### src/rtl/plt_pkg.sv
package plt_pkg;

  localparam int unsigned PLT_CNT_W = 8;
  localparam int unsigned PLT_SEL_W = 4;
  localparam int unsigned PLT_DIV_W = 14;

  typedef enum logic [1:0] {
    REG_COUNT = 2'd0,
    REG_CLKSEL = 2'd1,
    REG_CTRL = 2'd2,
    REG_FLAGS = 2'd3
  } reg_addr_e;

  typedef enum logic {
    MODE_TX = 1'b0,
    MODE_RX = 1'b1
  } dir_mode_e;

  typedef struct packed {
    logic fall_en;
    logic rise_en;
  } edge_sel_t;

  // Enable pulse for select code sel: the low sel bits of the divider are all ones.
  // Codes past the divider width give no pulse.
  function automatic logic div_tick(input logic [PLT_DIV_W-1:0] div,
                                    input logic [PLT_SEL_W-1:0] sel);
    logic ok;
    ok = (32'(sel) <= PLT_DIV_W);
    for (int i = 0; i < PLT_DIV_W; i++) begin
      if ((i < 32'(sel)) && !div[i]) ok = 1'b0;
    end
    return ok;
  endfunction

  // Next counter value. A load wins; a zero counter holds.
  function automatic logic [PLT_CNT_W-1:0] next_count(input logic [PLT_CNT_W-1:0] cur,
                                                      input logic load,
                                                      input logic [PLT_CNT_W-1:0] val,
                                                      input logic tick);
    if (load) return val;
    if (tick && (cur != '0)) return cur - 1'b1;
    return cur;
  endfunction

endpackage

### src/rtl/plt_prescaler.sv
module plt_prescaler
  import plt_pkg::*;
#(
  parameter int unsigned DIV_W = PLT_DIV_W,
  parameter int unsigned SEL_W = PLT_SEL_W
) (
  input  logic             clk,
  input  logic             rst_n,
  input  logic [SEL_W-1:0] sel,
  output logic             tick
);

  logic [DIV_W-1:0] div_q;

  always_ff @(posedge clk) begin
    if (!rst_n) div_q <= '0;
    else        div_q <= div_q + 1'b1;
  end

  always_comb begin
    tick = div_tick(PLT_DIV_W'(div_q), PLT_SEL_W'(sel));
  end

endmodule

### src/rtl/plt_edge_detect.sv
module plt_edge_detect #(
  parameter int unsigned STAGES = 2
) (
  input  logic clk,
  input  logic rst_n,
  input  logic din,
  output logic rise,
  output logic fall
);

  logic [STAGES:0] sh_q;

  generate
    for (genvar g = 0; g <= STAGES; g++) begin : g_stage
      if (g == 0) begin : g_first
        always_ff @(posedge clk) begin
          if (!rst_n) sh_q[0] <= 1'b0;
          else        sh_q[0] <= din;
        end
      end else begin : g_rest
        always_ff @(posedge clk) begin
          if (!rst_n) sh_q[g] <= 1'b0;
          else        sh_q[g] <= sh_q[g-1];
        end
      end
    end
  endgenerate

  assign rise = sh_q[STAGES-1] & ~sh_q[STAGES];
  assign fall = ~sh_q[STAGES-1] & sh_q[STAGES];

endmodule

### src/rtl/plt_down_counter.sv
module plt_down_counter
  import plt_pkg::*;
#(
  parameter int unsigned CNT_W = PLT_CNT_W
) (
  input  logic             clk,
  input  logic             rst_n,
  input  logic             load,
  input  logic [CNT_W-1:0] load_val,
  input  logic             tick,
  output logic [CNT_W-1:0] cnt,
  output logic             uf_event
);

  logic [CNT_W-1:0] cnt_q;

  always_ff @(posedge clk) begin
    if (!rst_n) cnt_q <= '0;
    else        cnt_q <= CNT_W'(next_count(PLT_CNT_W'(cnt_q), load, PLT_CNT_W'(load_val), tick));
  end

  assign uf_event = tick && !load && (cnt_q == CNT_W'(1));
  assign cnt = cnt_q;

endmodule

### src/rtl/pulse_len_timer.sv
module pulse_len_timer
  import plt_pkg::*;
#(
  parameter int unsigned CNT_W = PLT_CNT_W,
  parameter int unsigned SEL_W = PLT_SEL_W,
  parameter int unsigned DIV_W = PLT_DIV_W,
  parameter int unsigned SYNC_STAGES = 2
) (
  input  logic             clk,
  input  logic             rst_n,
  input  logic             wr_en,
  input  logic [1:0]       wr_addr,
  input  logic [CNT_W-1:0] wr_data,
  input  logic [1:0]       rd_addr,
  output logic [CNT_W-1:0] rd_data,
  input  logic             rx_in,
  output logic             irq_underflow,
  output logic             irq_edge
);

  localparam int unsigned PAD_SEL = CNT_W - SEL_W;
  localparam int unsigned PAD_CTRL = CNT_W - 3;
  localparam int unsigned PAD_FLAG = CNT_W - 2;

  logic [SEL_W-1:0] sel_q;
  dir_mode_e        mode_q;
  edge_sel_t        esel_q;
  logic             uf_q;
  logic             ef_q;

  // Named internal events
  logic             cnt_tick;
  logic             cnt_load;
  logic             uf_event;
  logic             in_rise;
  logic             in_fall;
  logic             edge_event;
  logic             uf_clr;
  logic             ef_clr;
  logic [CNT_W-1:0] cnt_q;

  assign cnt_load = wr_en && (wr_addr == REG_COUNT);
  assign uf_clr   = wr_en && (wr_addr == REG_FLAGS) && wr_data[0];
  assign ef_clr   = wr_en && (wr_addr == REG_FLAGS) && wr_data[1];

  plt_prescaler #(.DIV_W(DIV_W), .SEL_W(SEL_W)) u_presc (
    .clk  (clk),
    .rst_n(rst_n),
    .sel  (sel_q),
    .tick (cnt_tick)
  );

  plt_down_counter #(.CNT_W(CNT_W)) u_cnt (
    .clk     (clk),
    .rst_n   (rst_n),
    .load    (cnt_load),
    .load_val(wr_data),
    .tick    (cnt_tick),
    .cnt     (cnt_q),
    .uf_event(uf_event)
  );

  plt_edge_detect #(.STAGES(SYNC_STAGES)) u_edge (
    .clk  (clk),
    .rst_n(rst_n),
    .din  (rx_in),
    .rise (in_rise),
    .fall (in_fall)
  );

  assign edge_event = (mode_q == MODE_RX) &&
                      ((in_rise && esel_q.rise_en) || (in_fall && esel_q.fall_en));

  always_ff @(posedge clk) begin
    if (!rst_n) begin
      sel_q  <= '0;
      mode_q <= MODE_TX;
      esel_q <= '0;
    end else if (wr_en) begin
      if (wr_addr == REG_CLKSEL) sel_q <= wr_data[SEL_W-1:0];
      if (wr_addr == REG_CTRL) begin
        mode_q <= dir_mode_e'(wr_data[0]);
        esel_q <= edge_sel_t'(wr_data[2:1]);
      end
    end
  end

  // A set in the same edge wins over a clear.
  always_ff @(posedge clk) begin
    if (!rst_n) begin
      uf_q <= 1'b0;
      ef_q <= 1'b0;
    end else begin
      uf_q <= uf_event | (uf_q & ~uf_clr);
      ef_q <= edge_event | (ef_q & ~ef_clr);
    end
  end

  always_comb begin
    unique case (reg_addr_e'(rd_addr))
      REG_COUNT:  rd_data = cnt_q;
      REG_CLKSEL: rd_data = {{PAD_SEL{1'b0}}, sel_q};
      REG_CTRL:   rd_data = {{PAD_CTRL{1'b0}}, esel_q, mode_q};
      REG_FLAGS:  rd_data = {{PAD_FLAG{1'b0}}, ef_q, uf_q};
      default:    rd_data = '0;
    endcase
  end

  assign irq_underflow = uf_q;
  assign irq_edge      = ef_q;

endmodule

### config.mk
export PLATFORM = sky130hd
export DESIGN_NAME = pulse_len_timer
export DESIGN_NICKNAME = d
export VERILOG_FILES = /design/src/rtl/plt_pkg.sv /design/src/rtl/plt_prescaler.sv /design/src/rtl/plt_edge_detect.sv /design/src/rtl/plt_down_counter.sv /design/src/rtl/pulse_len_timer.sv
export SDC_FILE = /design/constraint.sdc
export NUM_CORES = 1
export LEC_CHECK = 0
export BUFFER_PORTS_ARGS = -buffer_cell sky130_fd_sc_hd__buf_2
export CORE_MARGIN = 2
export CORE_UTILIZATION = 55
export CTS_CLUSTER_DIAMETER = 200
export DETAILED_ROUTE_END_ITERATION = 8
export PLACE_DENSITY_LB_ADDON = 0.3
export SETUP_SLACK_MARGIN = 0.05
export SYNTH_ARGS = -nofsm -noshare
export SYNTH_HDL_FRONTEND = slang
export SYNTH_SLANG_ARGS = --single-unit
export TNS_END_PERCENT = 100
### constraint.sdc
create_clock -name clk -period 2.15 [get_ports clk]
set_input_delay 0.1075 -clock clk [delete_from_list [all_inputs] [get_ports clk]]
set_output_delay 0.1075 -clock clk [all_outputs]
set_load 0.03 [all_outputs]
After elaboration in Yosys (flattened, before gate mapping)
Cells that the tools add are included.

Order comparisons: 15. Bitwise gates (word level): 10. Equal/unequal tests: 7. Mux-type cells: 24. Reduce and logical (&&, ||, !) cells: 46. Add/subtract/negate cells: 2.

Operators with widths (count): 8-bit two-way mux (4); 8-bit one-hot mux with 4 select lines (1); 1-bit logical AND (24); 4-bit < comparator (first input constant) (6); 1-bit two-way mux (19); 3-bit by 4-bit < comparator with 1-bit output (first input constant) (4); 1-bit logical NOT (15); 14-bit by 1-bit adder with 14-bit output (second input constant) (1); 2-bit equality test (second input constant) (4); 8-bit by 1-bit equality test with 1-bit output (second input constant) (1); 1-bit by 4-bit < comparator with 1-bit output (first input constant) (2); 2-bit by 4-bit < comparator with 1-bit output (first input constant) (2); 8-bit nonzero test (1); 8-bit by 1-bit subtractor with 8-bit output (second input constant) (1); 1-bit bitwise AND (4); 2-bit by 1-bit equality test with 1-bit output (second input constant) (2); 4-bit less-or-equal comparator (second input constant) (1); 2-bit logical NOT (2); 1-bit NOT (4); 2-bit AND reduction (2); 1-bit OR (2); 2-bit nonzero test (1); 1-bit logical OR (1).

Output and inout port bits: 10. Logic and storage cells: 115. Input port bits: 16. Register bits after elaboration: 34.

Depth between registers and ports, before layout
Word-level depth: 22. Depth in mapped cells: 8. Depth with buffers taken out: 6.

Hierarchy
From an unflattened synthesis, not the netlist that was laid out.

Cells, all modules: 216. Area, all modules: 1915.6 µm².

Modules (own cells, without submodules): plt_prescaler (times used 1, sequential area each 280.3 µm², cells each 87, area an instance 755.7 µm²); plt_down_counter (times used 1, sequential area each 160.2 µm², cells each 69, area an instance 576.8 µm²); pulse_len_timer (times used 1, sequential area each 180.2 µm², cells each 52, area an instance 491.7 µm²); plt_edge_detect (times used 1, sequential area each 60.1 µm², cells each 8, area an instance 91.3 µm²).

Least setup slack after synthesis
OpenSTA, ideal clock, no wires.

Path kind: register to register. From: register u_cnt.cnt_q[0], in the netlist u_cnt.cnt[0]. To: register u_cnt.cnt_q[4], in the netlist u_cnt.cnt[4]. Required time: 2057 ps. Buffers on the path: 1. Stages on the path, launching flop included: 8. Clock period less this slack: 1780 ps. Setup time: 93 ps. Slack: 370 ps. Arrival time: 1687 ps. Cell sequence: dfxtp_1 inv_1 ha_1 and3b_1 buf_6 nand2b_4 or4_1 o311ai_2.

Word-level cells in the longest chain between the ends: 6. Elaborated cells on any way between the ends: 10. Classes of those cells: add/sub (1); mux (6); reduce/logical (3).

RTL lines: start: declaration (line plt_down_counter.sv:15) `logic [CNT_W-1:0] cnt_q;`; start signal: assignment (line plt_down_counter.sv:19) `else cnt_q <= CNT_W'(next_count(PLT_CNT_W'(cnt_q), load, PLT_CNT_W'(load_val), tick));`; parallel branches: the longest is 6 deep, another holds 8-bit by 1-bit subtractor with 8-bit output.

Several ways; the timed one is not identified. The select of a mux whose other input is x is not followed. A chain may end at the register's enable or synchronous reset.

Worst setup path in the final report
From: register u_presc.div_q[8]. To: register u_cnt.cnt_q[2], in the netlist u_cnt.cnt[2].

Word-level cells in the longest chain between the ends: 13. Elaborated cells on any way between the ends: 16. Classes of those cells: mux (12); reduce/logical (4).

RTL lines: start: declaration (line plt_prescaler.sv:13) `logic [DIV_W-1:0] div_q;`; start signal: assignment (line plt_prescaler.sv:17) `else div_q <= div_q + 1'b1;`; 1-bit logical NOT * (line plt_pkg.sv:31) `if ((i < 32'(sel)) && !div[i]) ok = 1'b0;`; 1-bit logical AND * (line plt_pkg.sv:31); 1-bit two-way mux * (6 in series) (line plt_pkg.sv:31); 1-bit logical AND * (line plt_pkg.sv:42) `if (tick && (cur != '0)) return cur - 1'b1;`; 1-bit two-way mux (2 in series) (line plt_pkg.sv:42); 1-bit two-way mux (line plt_down_counter.sv:18) `if (!rst_n) cnt_q <= '0;`; 2-bit nonzero test (no source line).

Mark *: on every way between the ends. The rest lies on a longest branch, timed or not. The select of a mux whose other input is x is not followed.

==> out/results.txt <==
status -> complete, no violations
detailed placer's ending HPWL -> 3.04 mm
Slew Viols, Final -> 0
ANT cells -> 0
Clk pin slew, worst setup/hold paths -> 0.11 ns
Area Growth Syn to Fin -> 13.0%
top post-synthesis cells by count -> dfxtp_1, o21ai_0, and2_1, nand2_1, nor2b_1
Sw Pwr -> 731 uW
GRT Overall Usage -> 0.226
hold depth -> 3
final core occ -> 0.655
# fillers -> 305
CTS max path bufs -> 2
Remaining Overflow, GRT -> 0
CP Class -> reg2reg
Worst setup EP type -> flip-flop
post-synthesis cell area -> 1950 um2
port bufs -> 25
vias in the first global route -> 1571
CTS sink count -> 34
Mean Syn Cell Area -> 8.74 um2
DR pass1 iterations -> 4
Period minus WS final -> 1.91 ns
Final Hold Viols -> 0
worst path required time -> 2.42 ns
via count -> 1684
core area -> 3360 um2
Setup Viol. Count Final -> 0
Max-slew headroom -> 0.780
Die X -> 63.5 um
Post-Syn Nets -> 243
simple-gate share of the synthesized area -> 0.286
proportion of layout cells with a drive suffix above 1 -> 0.236
switch share -> 0.362
largest family of logic cells by synthesized area -> simple AND/OR/NAND/NOR gates
xor and xnor area share after synthesis -> 0.0315
HP Start -> wr_data[3]
PD cells -> 916 nW/um2
via density per instance -> 5.69
DRT iter0 DRCs -> 83
DRC viols -> 0
Reg2Reg Setup Slack -> 0.24 ns
first-pass GRT wire length -> 7.09 mm
Worst Setup SP -> u_presc.div_q[8]$_SDFF_PN0_
TritonCTS clock tree -> built
fin nets -> 269
worst-margin pin slew -> 0.328 ns
cell depth of the worst flop-to-flop path -> 7
max cap viols -> 0
# rows -> 21
Syn Inst Count -> 223
final worst slack -> 0.243 ns
clock network power share -> 0.230
Yosys cell types -> 52
mux contribution to synthesized area -> 0.0693
FMAX -> 524 MHz
Synth Flop Type -> dfxtp_1
cell with the most instances after synthesis -> dfxtp_1
Synth top area share -> 0.349
synthesized flop and latch total -> 34
die area -> 4040 um2
global placer's final weighted congestion -> 0.818
Flop pwr share -> 0.412
root buffer cell -> clkbuf_4
placed inst area -> 2100 um2
worst r2r src -> u_presc.div_q[8]$_SDFF_PN0_
clk_lat worst skew -> 0.34 ns
initial cell density of the core -> 0.580
VDD IR-drop max -> 712 uV
I/O pins -> 26
Die H -> 63.5 um
worst flop-to-flop path endpoint -> u_cnt.cnt[2]$_SDFFE_PN0P_
final setup skew -> 0.00551 ns
final wirelength -> 4.12 mm
largest net degree at the start of global routing -> 24
Adder-Cell Fraction of Synth Area -> 0.0308
Critical Path AT -> 2.18 ns
wire length per cell -> 13.9 um
Internal -> 1290 uW
Design Area, Final -> 2200 um2
CTS buffer count -> 5
worst min-delay path category -> in2reg
ys async rst share -> 0
hold path endpoint -> sel_q[3]$_SDFFE_PN0P_
Post-synth EDFFs -> 0
Gate power share -> 0.358
Setup TNS -> 0 ns
placed cells -> 286
DP Worst Slack -> 0.209 ns
H-tree depth -> 2
Tcrit/Tclk final -> 0.887
Yosys Warn Count -> 0
initial antenna violation count -> 0
sequential area share after synthesis -> 0.349
worst-path fanout max -> 8
RSZ-0062 raised after global routing -> no
Synth area leader -> dfxtp_1
Leakage -> 0.000857 uW
Post-DRT Antenna Nets -> 0
top post-synthesis cells by area -> dfxtp_1, and2_1, mux2i_1, o21ai_0, nor2b_1
post-synthesis compound-gate area fraction -> 0.180
Final Non-Filler Cells -> 296
Startpoint Class -> flip-flop
-- layout make-up --
class	count	area (um2)	area share
multi-input cells	168	1170	0.530
flip-flops and latches	34	686	0.311
repair buffers	33	188	0.0852
well taps	46	57.6	0.0261
clock inverters	3	40.0	0.0182
clock buffers	5	37.5	0.0170
inverters	7	26.3	0.0119
-- cell usage in the layout, fill, tap and decap left out, types with 2 or more instances in the layout --
cell      count
xnor2_1       5
o211ai_1      6
xor2_1        2
nand3b_1      6
mux4_2        2
mux2i_1       9
ha_1          4
nand2_1      15
a211oi_1      4
dfxtp_1      30
buf_2        25
o31ai_1       2
dfxtp_2       4
a21oi_1       3
a21boi_0      5
o22ai_1       3
clkbuf_4      5
nor3_1        7
o21ai_0      16
clkinv_2      2
buf_4         7
nand4_1       5
nor2_1        9
o311ai_2      2
or3_1         7
nor2b_1      10
and2_1       15
inv_1         6
nand3_1       8
-- worst max path at each step --
stage | depth (start not counted) | slack [ns] | endpoint
2_1_floorplan | 7 | 0.37 | u_cnt.cnt[4]$_SDFFE_PN0P_
3_3_place_gp | 7 | 0.32 | u_cnt.cnt[2]$_SDFFE_PN0P_
3_5_place_dp | 7 | 0.21 | u_cnt.cnt[2]$_SDFFE_PN0P_
4_1_cts | 7 | 0.17 | u_cnt.cnt[2]$_SDFFE_PN0P_
5_1_grt | 7 | 0.12 | u_cnt.cnt[2]$_SDFFE_PN0P_
6_report | 7 | 0.24 | u_cnt.cnt[2]$_SDFFE_PN0P_
-- critical path: stages (launching register included) --
cell and delay (ns):
dfxtp_1 0.39, inv_2 0.06, maj3_1 0.34, o211ai_1 0.17
nand3b_1 0.18, buf_4 0.21, or3_1 0.32, a31oi_1 0.16
-- state kept, by name (all words and copies together), names as in the netlist --
signal / flops
mode_q: 1
irq_underflow: 1
u_edge.sh_q: 3
irq_edge: 1
u_cnt.cnt: 8
u_presc.div_q: 14
sel_q: 4
esel_q: 2
-- routing by layer --
metal	up-vias	share of wire	track usage
li1	858	-	-
met1	773	0.45	0.277
met4	0	0.013	0.0788
met2	47	0.48	0.376
met3	6	0.055	0.0661
met5	-	0	0
-- cell families (layout without fill, tap and decap cells) --
| logic type | Yosys count | count (layout) |
|---|---|---|
| fa+ha+maj | 5 | 5 |
| compound gates | 50 | 50 |
| buf+inv | 21 | 48 |
| simple gates | 95 | 95 |
| flops | 34 | 34 |
| xor+xnor | 7 | 7 |
| mux | 11 | 11 |
-- stage by stage --
| step | hold WS, ns | total power (uW) |
|---|---|---|
| final | 0.0526 | 2020 |
| after CTS | 0.0387 | 2020 |
| after global placement | 0.322 | 1540 |
| after global routing | 0.0285 | 2140 |
| after detailed placement | 0.325 | 1550 |
| after floorplan | 0.235 | 1390 |
-- power by group through the flow --
stage | Sequential [uW] | Clock [uW] | Combinational [uW]
floorplan | 816 | 0 | 576
global placement | 839 | 0 | 696
detailed placement | 842 | 0 | 709
CTS | 828 | 474 | 719
global route | 846 | 503 | 792
finish | 832 | 464 | 722
-- what timing repair did --
action | 4_1_cts | 5_1_grt
hold endpoints to repair | 1 | 0
setup buffers | 0 | 1
hold buffers | 1 | 0
gates resized for setup | 0 | 5
endpoints found under the setup margin | 0 | 3
(Power assumes the default switching activity.)
